<file path="config.mk">
export PLATFORM = sky130hd
export DESIGN_NAME = miss_cost_estimator
export DESIGN_NICKNAME = d
export VERILOG_FILES = /design/src/rtl/mce_pkg.sv /design/src/rtl/mce_issue_tracker.sv /design/src/rtl/mce_history.sv /design/src/rtl/mce_threshold.sv /design/src/rtl/miss_cost_estimator.sv
export SDC_FILE = /design/constraint.sdc
export NUM_CORES = 2
export LEC_CHECK = 0
export ABC_AREA = 1
export BUFFER_PORTS_ARGS = -buffer_cell sky130_fd_sc_hd__buf_2
export CAP_MARGIN = 20
export CELL_PAD_IN_SITES_DETAIL_PLACEMENT = 0
export CELL_PAD_IN_SITES_GLOBAL_PLACEMENT = 1
export CORE_UTILIZATION = 40
export CTS_BUF_LIST = sky130_fd_sc_hd__clkbuf_2 sky130_fd_sc_hd__clkbuf_4 sky130_fd_sc_hd__clkbuf_8
export CTS_CLUSTER_DIAMETER = 60
export DETAILED_ROUTE_END_ITERATION = 16
export PLACE_DENSITY_LB_ADDON = 0.1
export RECOVER_POWER = 25
export SLEW_MARGIN = 20
export SYNTH_ARGS = -nofsm -noshare
export SYNTH_HDL_FRONTEND = slang
export SYNTH_HIERARCHICAL = 1
export SYNTH_SLANG_ARGS = --single-unit
</file>
<file path="constraint.sdc">
create_clock -name clk -period 4.3 [get_ports clk]
set_input_delay 1.075 -clock clk [delete_from_list [all_inputs] [get_ports clk]]
set_output_delay 1.075 -clock clk [all_outputs]
set_load 0.01 [all_outputs]
</file>
<file path="src/rtl/mce_pkg.sv">
package mce_pkg;

    typedef enum logic {
        PH_ACCUM  = 1'b0,
        PH_RETUNE = 1'b1
    } period_ph_e;

    function automatic logic [1:0] cost_step(input logic [1:0] cur, input logic high);
        logic [1:0] nxt;
        if (high) begin
            nxt = (cur == 2'd3) ? 2'd3 : cur + 2'd1;
        end else begin
            nxt = (cur == 2'd0) ? 2'd0 : cur - 2'd1;
        end
        return nxt;
    endfunction

endpackage

</file>
<file path="src/rtl/mce_issue_tracker.sv">
module mce_issue_tracker #(
    parameter int ISSUE_W = 4,
    parameter int CNT_W   = 16,
    parameter int MSHR_N  = 16,
    localparam int SLOT_W = $clog2(MSHR_N)
) (
    input  logic               clk,
    input  logic               rst_n,
    input  logic [ISSUE_W-1:0] issue_i,
    input  logic               alloc_i,
    input  logic [SLOT_W-1:0]  alloc_slot_i,
    input  logic [SLOT_W-1:0]  ret_slot_i,
    output logic [CNT_W-1:0]   elapsed_o
);

    logic [CNT_W-1:0] icnt_q;
    logic [CNT_W-1:0] snap_q [MSHR_N];

    always_ff @(posedge clk or negedge rst_n) begin
        if (!rst_n) begin
            icnt_q <= '0;
            for (int k = 0; k < MSHR_N; k++) begin
                snap_q[k] <= '0;
            end
        end else begin
            icnt_q <= icnt_q + CNT_W'(issue_i);
            if (alloc_i) begin
                snap_q[alloc_slot_i] <= icnt_q;
            end
        end
    end

    // modular difference survives counter wrap
    assign elapsed_o = icnt_q - snap_q[ret_slot_i];

endmodule

</file>
<file path="src/rtl/mce_history.sv">
module mce_history
    import mce_pkg::*;
#(
    parameter int IDX_W = 8,
    localparam int HIST_N = 1 << IDX_W
) (
    input  logic             clk,
    input  logic             rst_n,
    input  logic             fill_i,
    input  logic [IDX_W-1:0] line_i,
    input  logic             high_i,
    output logic             cost_vld_o,
    output logic [1:0]       cost_val_o
);

    logic [1:0] tbl_q [HIST_N];
    logic [1:0] upd;

    assign upd = cost_step(tbl_q[line_i], high_i);

    always_ff @(posedge clk or negedge rst_n) begin
        if (!rst_n) begin
            for (int k = 0; k < HIST_N; k++) begin
                tbl_q[k] <= 2'd1;
            end
            cost_vld_o <= 1'b0;
            cost_val_o <= 2'd0;
        end else begin
            cost_vld_o <= fill_i;
            if (fill_i) begin
                tbl_q[line_i] <= upd;
                cost_val_o    <= upd;
            end
        end
    end

    AST_HIGH_RAISES: assert property (@(posedge clk) disable iff (!rst_n)
        fill_i && high_i |=> cost_val_o != 2'd0);
    AST_LOW_LOWERS: assert property (@(posedge clk) disable iff (!rst_n)
        fill_i && !high_i |=> cost_val_o != 2'd3);
    AST_OUT_LATENCY: assert property (@(posedge clk) disable iff (!rst_n)
        fill_i |=> cost_vld_o);

endmodule

</file>
<file path="src/rtl/mce_threshold.sv">
module mce_threshold
    import mce_pkg::*;
#(
    parameter int THR_W    = 8,
    parameter int THR_INIT = 64,
    parameter int PERIOD   = 16384,
    parameter int MIN_HIGH = 2048,
    parameter int MAX_HIGH = 8192,
    parameter int STEP     = 8,
    localparam int CNT_W   = $clog2(PERIOD + 1),
    localparam int TOT_W   = CNT_W + 1
) (
    input  logic             clk,
    input  logic             rst_n,
    input  logic             miss_i,
    input  logic             high_evt_i,
    output logic [THR_W-1:0] thr_o
);

    localparam logic [CNT_W-1:0] LAST    = CNT_W'(PERIOD - 1);
    localparam logic [TOT_W-1:0] TOT_MAX = '1;
    localparam logic [TOT_W-1:0] MINV    = TOT_W'(MIN_HIGH);
    localparam logic [TOT_W-1:0] MAXV    = TOT_W'(MAX_HIGH);
    localparam logic [THR_W:0]   STEP_X  = (THR_W + 1)'(STEP);
    localparam logic [THR_W:0]   THR_TOP = {1'b0, {THR_W{1'b1}}};

    period_ph_e       ph_q, ph_d;
    logic [CNT_W-1:0] mcnt_q;
    logic [TOT_W-1:0] tot_q;
    logic [THR_W-1:0] thr_q, thr_new, thr_up, thr_dn;
    logic [THR_W:0]   up_sum;

    always_ff @(posedge clk or negedge rst_n) begin
        if (!rst_n) ph_q <= PH_ACCUM;
        else        ph_q <= ph_d;
    end

    always_comb begin
        ph_d = ph_q;
        unique case (ph_q)
            PH_ACCUM:  if (miss_i && mcnt_q == LAST) ph_d = PH_RETUNE;
            PH_RETUNE: ph_d = PH_ACCUM;
        endcase
    end

    assign up_sum = {1'b0, thr_q} + STEP_X;
    assign thr_up = (up_sum > THR_TOP) ? {THR_W{1'b1}} : up_sum[THR_W-1:0];
    assign thr_dn = ({1'b0, thr_q} < STEP_X) ? '0 : thr_q - STEP_X[THR_W-1:0];

    always_comb begin
        if (tot_q < MINV)      thr_new = thr_up;
        else if (tot_q > MAXV) thr_new = thr_dn;
        else                   thr_new = thr_q;
    end

    always_ff @(posedge clk or negedge rst_n) begin
        if (!rst_n) begin
            mcnt_q <= '0;
            tot_q  <= '0;
            thr_q  <= THR_W'(THR_INIT);
        end else begin
            unique case (ph_q)
                PH_ACCUM: begin
                    mcnt_q <= mcnt_q + CNT_W'(miss_i);
                    if (high_evt_i && tot_q != TOT_MAX) tot_q <= tot_q + 1'b1;
                end
                PH_RETUNE: begin
                    mcnt_q <= CNT_W'(miss_i);
                    tot_q  <= TOT_W'(high_evt_i);
                    thr_q  <= thr_new;
                end
            endcase
        end
    end

    assign thr_o = thr_q;

    AST_THR_HELD: assert property (@(posedge clk) disable iff (!rst_n)
        ph_q == PH_ACCUM |=> $stable(thr_q));
    AST_RETUNE_CLEARS: assert property (@(posedge clk) disable iff (!rst_n)
        ph_q == PH_RETUNE |=> (mcnt_q <= CNT_W'(1) && ph_q == PH_ACCUM));
    AST_COUNT_BOUND: assert property (@(posedge clk) disable iff (!rst_n)
        mcnt_q <= CNT_W'(PERIOD));
    AST_STEP_LIMIT: assert property (@(posedge clk) disable iff (!rst_n)
        ph_q == PH_RETUNE |=> (({1'b0, thr_q} + STEP_X >= {1'b0, $past(thr_q)}) &&
                               ({1'b0, $past(thr_q)} + STEP_X >= {1'b0, thr_q})));

endmodule

</file>
<file path="src/rtl/miss_cost_estimator.sv">
module miss_cost_estimator #(
    parameter int ISSUE_W    = 4,
    parameter int CNT_W      = 16,
    parameter int MSHR_N     = 16,
    parameter int HIST_IDX_W = 8,
    parameter int THR_W      = 8,
    parameter int THR_INIT   = 64,
    parameter int PERIOD     = 16384,
    parameter int MIN_HIGH   = 2048,
    parameter int MAX_HIGH   = 8192,
    localparam int SLOT_W    = $clog2(MSHR_N)
) (
    input  logic                  clk,
    input  logic                  rst_n,
    input  logic [ISSUE_W-1:0]    issue_cnt,
    input  logic                  miss_vld,
    input  logic [SLOT_W-1:0]     miss_slot,
    input  logic                  fill_vld,
    input  logic [SLOT_W-1:0]     fill_slot,
    input  logic [HIST_IDX_W-1:0] fill_line,
    output logic                  cost_vld,
    output logic [1:0]            cost_val
);

    logic [CNT_W-1:0] elapsed;
    logic [THR_W-1:0] thr;
    logic             is_high;

    mce_issue_tracker #(
        .ISSUE_W(ISSUE_W), .CNT_W(CNT_W), .MSHR_N(MSHR_N)
    ) u_track (
        .clk(clk), .rst_n(rst_n), .issue_i(issue_cnt),
        .alloc_i(miss_vld), .alloc_slot_i(miss_slot),
        .ret_slot_i(fill_slot), .elapsed_o(elapsed)
    );

    assign is_high = elapsed < CNT_W'(thr);

    mce_history #(.IDX_W(HIST_IDX_W)) u_hist (
        .clk(clk), .rst_n(rst_n), .fill_i(fill_vld), .line_i(fill_line),
        .high_i(is_high), .cost_vld_o(cost_vld), .cost_val_o(cost_val)
    );

    mce_threshold #(
        .THR_W(THR_W), .THR_INIT(THR_INIT), .PERIOD(PERIOD),
        .MIN_HIGH(MIN_HIGH), .MAX_HIGH(MAX_HIGH), .STEP(8)
    ) u_thr (
        .clk(clk), .rst_n(rst_n), .miss_i(miss_vld),
        .high_evt_i(fill_vld && is_high), .thr_o(thr)
    );

endmodule

</file>
Word level (Yosys, flattened, before mapping)
Cells that the tools add are included.
{"block": "word_totals", "register_bits": 827, "output_inout_bits": 3}
{"block": "classes", "n_bitwise": 4, "n_reduce_logical": 8, "n_mux": 24, "n_lt_le_gt_ge": 10, "eq_ne": 4, "addsub": 8}
{"cell": "512-bit bitwise mux", "count": 1}
{"cell": "256-bit bitwise mux", "count": 1}
{"cell": "16-bit binary-select mux with 4-bit select", "count": 1}
{"cell": "16-bit demux with 4-bit select", "count": 1}
{"cell": "16-bit 2-to-1 mux", "count": 4}
{"cell": "8-bit 2-to-1 mux", "count": 4}
{"cell": "16-bit one-hot mux with 2 select lines", "count": 1}
{"cell": "15-bit one-hot mux with 2 select lines", "count": 1}
{"cell": "16-bit by 1-bit adder with 16-bit output (second input constant)", "count": 1}
{"cell": "16-bit by 4-bit adder with 16-bit output", "count": 1}
{"cell": "2-bit binary-select mux with 8-bit select", "count": 1}
{"cell": "2-bit demux with 8-bit select", "count": 1}
{"cell": "16-bit by 14-bit greater-than comparator with 1-bit output (second input constant)", "count": 1}
{"cell": "16-bit by 12-bit less-than comparator with 1-bit output (second input constant)", "count": 1}
{"cell": "16-bit by 8-bit less-than comparator with 1-bit output", "count": 1}
{"cell": "16-bit inequality test (second input constant)", "count": 1}
{"cell": "16-bit subtractor", "count": 1}
{"cell": "15-bit by 1-bit adder with 15-bit output", "count": 1}
{"cell": "15-bit by 14-bit == test with 1-bit output (second input constant)", "count": 1}
{"cell": "2-bit 2-to-1 mux", "count": 6}
{"cell": "5-bit greater-or-equal comparator (second input constant)", "count": 2}
{"cell": "4-bit inverter with 5-bit output", "count": 2}
{"cell": "8-bit by 4-bit adder with 9-bit output (second input constant)", "count": 1}
{"cell": "9-bit greater-or-equal comparator (second input constant)", "count": 1}
{"cell": "other kinds (17)", "count": 21}

Depth between registers and ports, before layout
{"block": "depth", "ltp_word": 10, "mapped_depth": 32, "depth_no_buf": 29}

Hierarchy
The synthesis kept the hierarchy.
{"module": "mce_history", "n_inst": 1, "area_each_um2": 27408.8, "cells_each": 4019}
{"module": "mce_issue_tracker", "n_inst": 1, "area_each_um2": 13233.9, "cells_each": 1647}
{"module": "mce_threshold", "n_inst": 1, "area_each_um2": 2426.1, "cells_each": 337}
{"module": "miss_cost_estimator", "n_inst": 1, "area_each_um2": 247.7, "cells_each": 46}

Worst setup path after synthesis
No wires, ideal clock.
{"block": "synth_path", "path_type": "input to register", "startpoint": "in fill_slot[3]", "endpoint": "reg u_hist/tbl_q[1] (netlist bit)", "t_arrival_ps": 4456, "path_buffers": 4, "setup_time_ps": 65, "path_slack_ps": -221, "required_ps": 4235, "path_stages": 26, "path_cell_list": "clkbuf_1 > inv_1 > clkbuf_1 > nand3_1 > nand2_1 > ha_1 > inv_1 > fa_1 > nand3_1 > nand2_1 > a21boi_0 > xnor2_1 > ha_1 > nand2_1 > inv_1 > nand2_1 > nand3_1 > nor2_1 > nand2_1 > inv_1 > inv_1 > nand2_1 > buf_2 > buf_1 > nand3_1 > nand2_1"}
{"block": "synth_via", "elab_chain_len": 8}
{"element": "from (decl)", "line_no": "miss_cost_estimator.sv:19", "rtl": "input logic [SLOT_W-1:0] fill_slot,"}
{"element": "4-bit inverter with 5-bit output (implied by the code)", "line_no": "mce_issue_tracker.sv:34", "rtl": "assign elapsed_o = icnt_q - snap_q[ret_slot_i];"}
{"element": "16-bit binary-select mux with 4-bit select", "line_no": "mce_issue_tracker.sv:34"}
{"element": "16-bit 2-to-1 mux (implied by the code) (2 in series)", "line_no": "mce_issue_tracker.sv:34"}
{"element": "16-bit subtractor", "line_no": "mce_issue_tracker.sv:34"}
{"element": "net elapsed[6]", "line_no": "miss_cost_estimator.sv:25", "rtl": "logic [CNT_W-1:0] elapsed;"}
{"element": "16-bit by 8-bit less-than comparator with 1-bit output", "line_no": "miss_cost_estimator.sv:37", "rtl": "assign is_high = elapsed < CNT_W'(thr);"}
{"element": "net is_high", "line_no": "miss_cost_estimator.sv:27", "rtl": "logic is_high;"}
{"element": "2-bit 2-to-1 mux", "line_no": "mce_pkg.sv:10", "rtl": "if (high) begin"}
{"element": "512-bit bitwise mux", "line_no": "mce_history.sv:31", "rtl": "tbl_q[line_i] <= upd;"}
{"element": "to (signal, indexed assignment)", "line_no": "mce_history.sv:31"}
{"element": "to (decl)", "line_no": "mce_history.sv:16", "rtl": "logic [1:0] tbl_q [HIST_N];"}
The timed path passes the listed nets, and every way through them passes these cells. The select of a mux whose other input is x is not followed.
A chain may end at the register's enable or synchronous reset.

Worst setup path in the final report
{"block": "layout_path", "startpoint": "in fill_slot[0]", "endpoint": "reg u_hist/tbl_q[180] (netlist bit)"}
Same word-level chain as after synthesis.

==> metrics.md <==
| Metric | Value |
|---|---|
| RSZ-0062 raised after global routing | false |
| Port buffer count | 26 |
| Syn Nets | 6108 |
| R2r startpoint | u_track/snap_q[226]$_DFFE_PN0P_ |
| Final Hold Fails | 0 |
| Clk Tree Root Cell | clkbuf_8 |
| Initial antenna violation count | 3 |
| Vias in the first global route | 38300 |
| Hpwl dp | 96200 µm |
| Max Root-Sink Buffers | 3 |
| Syn Inst Count | slightly above 6000 |
| Wirelength per Cell | 20.0 µm |
| Power density over the cells | 429 nW/µm² |
| Synth warn | 6 |
| Clock skew | 0.0394 ns |
| Starting Density | 40.4% |
| Via Count | 39500 |
| First-pass GRT wire length | 233000 µm |
| EDFF count, synth | 0 |
| Fmax | 249 MHz |
| Status | finished with violations |
| Fin Hold WS | 0.459 ns |
| Worst-margin pin slew | 2.01 ns |
| Worst Setup SP | fill_slot[0] |
| H-tree depth | 4 |
| CTS Sinks | 825 |
| Maximum vdd ir drop | 0.299 mV |
| Worst rel slew slack | -33.7% |
| Largest stage delay, worst path | 0.36 ns |
| Antenna-violating nets left | 0 |
| Final std cells w/o fill | 7703 |
| Total GRT Usage | 28.1% |
| Hold Buf Count CTS | 0 |
| Critical Path AT | ~4.8 ns |
| Most used cell, CP | nand2_1 |
| Initial DRC Count | approximately 3200 |
| Share of cells above drive strength 1 | approximately 14% |
| # fillers | 11000 |
| First-pass detailed-route iteration total | 6 |
| Total CTS buffers | 154 |
| Slew Viols, Final | 190 |
| CTS tree | done |
| Fin crit period | 4.01 ns |
| Setup tns final | 0 ns |
| Ys async rst share | 100% |
| Routed wire length | about 150000 µm |
| Max Cap Viol | 4 |
| Die area | 110000 µm² |
| Mapped cell area | 43300 µm² |
| Clock-pin slew on the worst setup and hold paths | ~0.060 ns |
| Area growth syn-to-layout | 15.6% |
| Setup crit end kind | register |
| Yosys cell types | 49 |
| CP Class | in2reg |
| Dpl cells | 7401 |
| GRT overflow | 0 |
| Final Net Count | 6226 |
| Core area | 107000 µm² |
| Hold WC Path Type | in2reg |
| Critical path's slowest cell | ha_1 |
| Die Ht | 331 µm |
| Pleak | 24.4 nW |
| #FFs+latches synth | 825 |
| Detailed-route DRC error count | 0 |
| Post-synthesis sequential area ratio | 48.4% |
| Final-report setup violation count | 0 |
| Largest net degree at the start of global routing | slightly above 80 |
| Synth Flop Type | dfrtp_1 |
| Violated checks | max-capacitance violations, max-slew violations |
| Min-delay src | issue_cnt[0] |
| Num ports | 27 |
| Clock latency on the worst-skew pair | 0.86 ns |
| Die Width | 331 µm |
| RePlAce Congestion | 0.835 |
| Cell row count | 120 |
| Syn Area/Cell | just over 7 µm² |
| Critical-path maximum fanout | 11 |
| Final Cycle Share | 93.3% |
| Vias per inst | 5.13 |
| Critical Path RT | 5.09 ns |
| Startpoint Class | primary input |
[where the power goes]
part | internal [W] | leakage (nW) | switching (W)
clock | 0.00488 | 1.85 | 0.00361
combinational | 0.00142 | 12.5 | 0.00246
sequential | 0.00864 | 10.0 | 0.000481
total | 0.0149 | 24.4 | 0.00655
[cell type report]
type | count | area, µm² | share of cell area [%]
Antenna cell | 6 | 15.0 | 0.0300
Timing Repair Buffer | 293 | 2940 | 5.87
Clock inverter | 26 | 318 | 0.635
Multi-Input combinational cell | 4342 | 18900 | 37.7
Inverter | 551 | 2090 | 4.17
Tap cell | 1403 | 1760 | 3.50
Clock buffer | 257 | 3140 | 6.26
Sequential cell | 825 | 21000 | 41.9
[placed cells by master, fill, tap and decap left out, types with 38 or more instances in the layout]
| cell | synthesis | routed |
|---|---|---|
| o21ai_0 | 357 | 354 |
| clkbuf_4 | 0 | 65 |
| nand3_1 | 411 | 411 |
| clkbuf_8 | 0 | 193 |
| dfrtp_1 | 568 | 568 |
| a22oi_1 | 38 | 38 |
| dfstp_2 | 257 | 257 |
| nor3_1 | 163 | 163 |
| nor2_1 | 345 | 332 |
| a21oi_1 | 156 | 156 |
| buf_4 | 28 | 179 |
| nand2_1 | 2654 | 2649 |
| nand4_1 | 60 | 60 |
| buf_12 | 0 | 50 |
| inv_1 | 534 | 534 |
[synthesized netlist by cell type, types with 4 or more instances]
| cell type | number | area (µm²) |
|---|---|---|
| buf_4 | 28 | 210 |
| xor2_1 | 28 | 245 |
| buf_2 | 117 | 586 |
| buf_1 | 18 | 67.6 |
| nand4_1 | 60 | 375 |
| buf_6 | 7 | 78.8 |
| xnor2_1 | 5 | 43.8 |
| ha_1 | 33 | 413 |
| nor2_1 | 345 | 1290 |
| nor3_2 | 4 | 40.0 |
| o21bai_1 | 4 | 30.0 |
| nand2_1 | 2654 | 9960 |
| o21ai_1 | 30 | 150 |
| nor3_1 | 163 | 816 |
| o21ai_0 | 357 | 1790 |
| inv_1 | 534 | 2000 |
| o211ai_1 | 7 | 52.6 |
| a21oi_1 | 156 | 781 |
| nand3_1 | 411 | 2060 |
| inv_2 | 6 | 22.5 |
| dfstp_2 | 257 | 6750 |
| clkinv_1 | 9 | 33.8 |
| nand2_2 | 5 | 31.3 |
| clkbuf_1 | 160 | 601 |
| nor2_2 | 6 | 37.5 |
| o221ai_1 | 8 | 70.1 |
| dfrtp_1 | 568 | 14200 |
| a22oi_1 | 38 | 285 |
| o22ai_1 | 7 | 43.8 |
[worst max-delay path: cells and delay by family]
family                   cells  cell delay (ns)
AO/OA/AOI/OAI                5             0.71
XOR/XNOR                     1             0.15
adder cells (fa/ha/maj)      2             0.62
buffers and inverters       10             1.22
AND/OR/NAND/NOR             12             1.02
[final timing paths]
path / slack, ns / depth (start not counted) / endpoint
worst max-delay path: 0.29 / 30 / u_hist/tbl_q[180]$_DFFE_PN1P_
worst min-delay path: 0.46 / 2 / u_track/icnt_q[0]$_DFF_PN0_
worst max register to register: 0.51 / 27 / u_hist/tbl_q[180]$_DFFE_PN1P_
worst min register to register: 0.46 / 2 / u_hist/tbl_q[120]$_DFFE_PN1P_
max in group asynchronous: 0.67 / 2 / u_hist/tbl_q[483]$_DFFE_PN0P_
min in group asynchronous: 0.81 / 1 / u_track/snap_q[222]$_DFFE_PN0P_
[repair_timing]
| item | 4_1_cts | 5_1_grt |
|---|---|---|
| setup endpoints to repair | 0 | 530 |
| setup buffers | 0 | 6 |
| gates resized for setup | 0 | 37 |
[registers in the layout, indices dropped and copies added, names as in the netlist]
name / count
u_hist/cost_val_o: 2
u_thr/ph_q: 1
u_thr/tot_q: 16
u_thr/mcnt_q: 15
u_hist/tbl_q: 512
u_hist/cost_vld_o: 1
u_track/snap_q: 256
u_track/icnt_q: 16
u_thr/thr_o: 6
[cell families (layout without fill, tap and decap cells)]
logic type,count (synthesis),count (layout),share of synthesized area [%]
adders and majority gates,35,35,1.05
DFF,825,825,48.4
other,0,6,0
buffers and inverters,882,1127,8.39
AOI/OAI and AO/OA,613,613,7.49
xor gates and xnor gates,33,33,0.667
and+or+nand+nor,3661,3661,34.0
[through the flow]
stage / instance area, µm² / power, W / worst slack, ns / util [%]
floorplan: 43300 / 0.0114 / 0.00457 / -
global placement: 46400 / 0.0130 / -0.805 / 43.2
detailed placement: 46400 / 0.0131 / -0.791 / 43.2
CTS: 49800 / 0.0217 / 0.0952 / 46.5
global route: 50100 / 0.0226 / 0.0101 / 46.7
finish: 50100 / 0.0215 / 0.288 / 46.7
[per-layer routing]
metal  vias up  GRT usage [%]  routed length [µm]
met2      1054           45.7               71300
met1     19000           38.0               69300
met5         -              0                  13
li1      19200              -                   -
met3       254           4.77                9360
met4         2           8.93                4370
No activity file was read; power rests on OpenSTA's default activity.
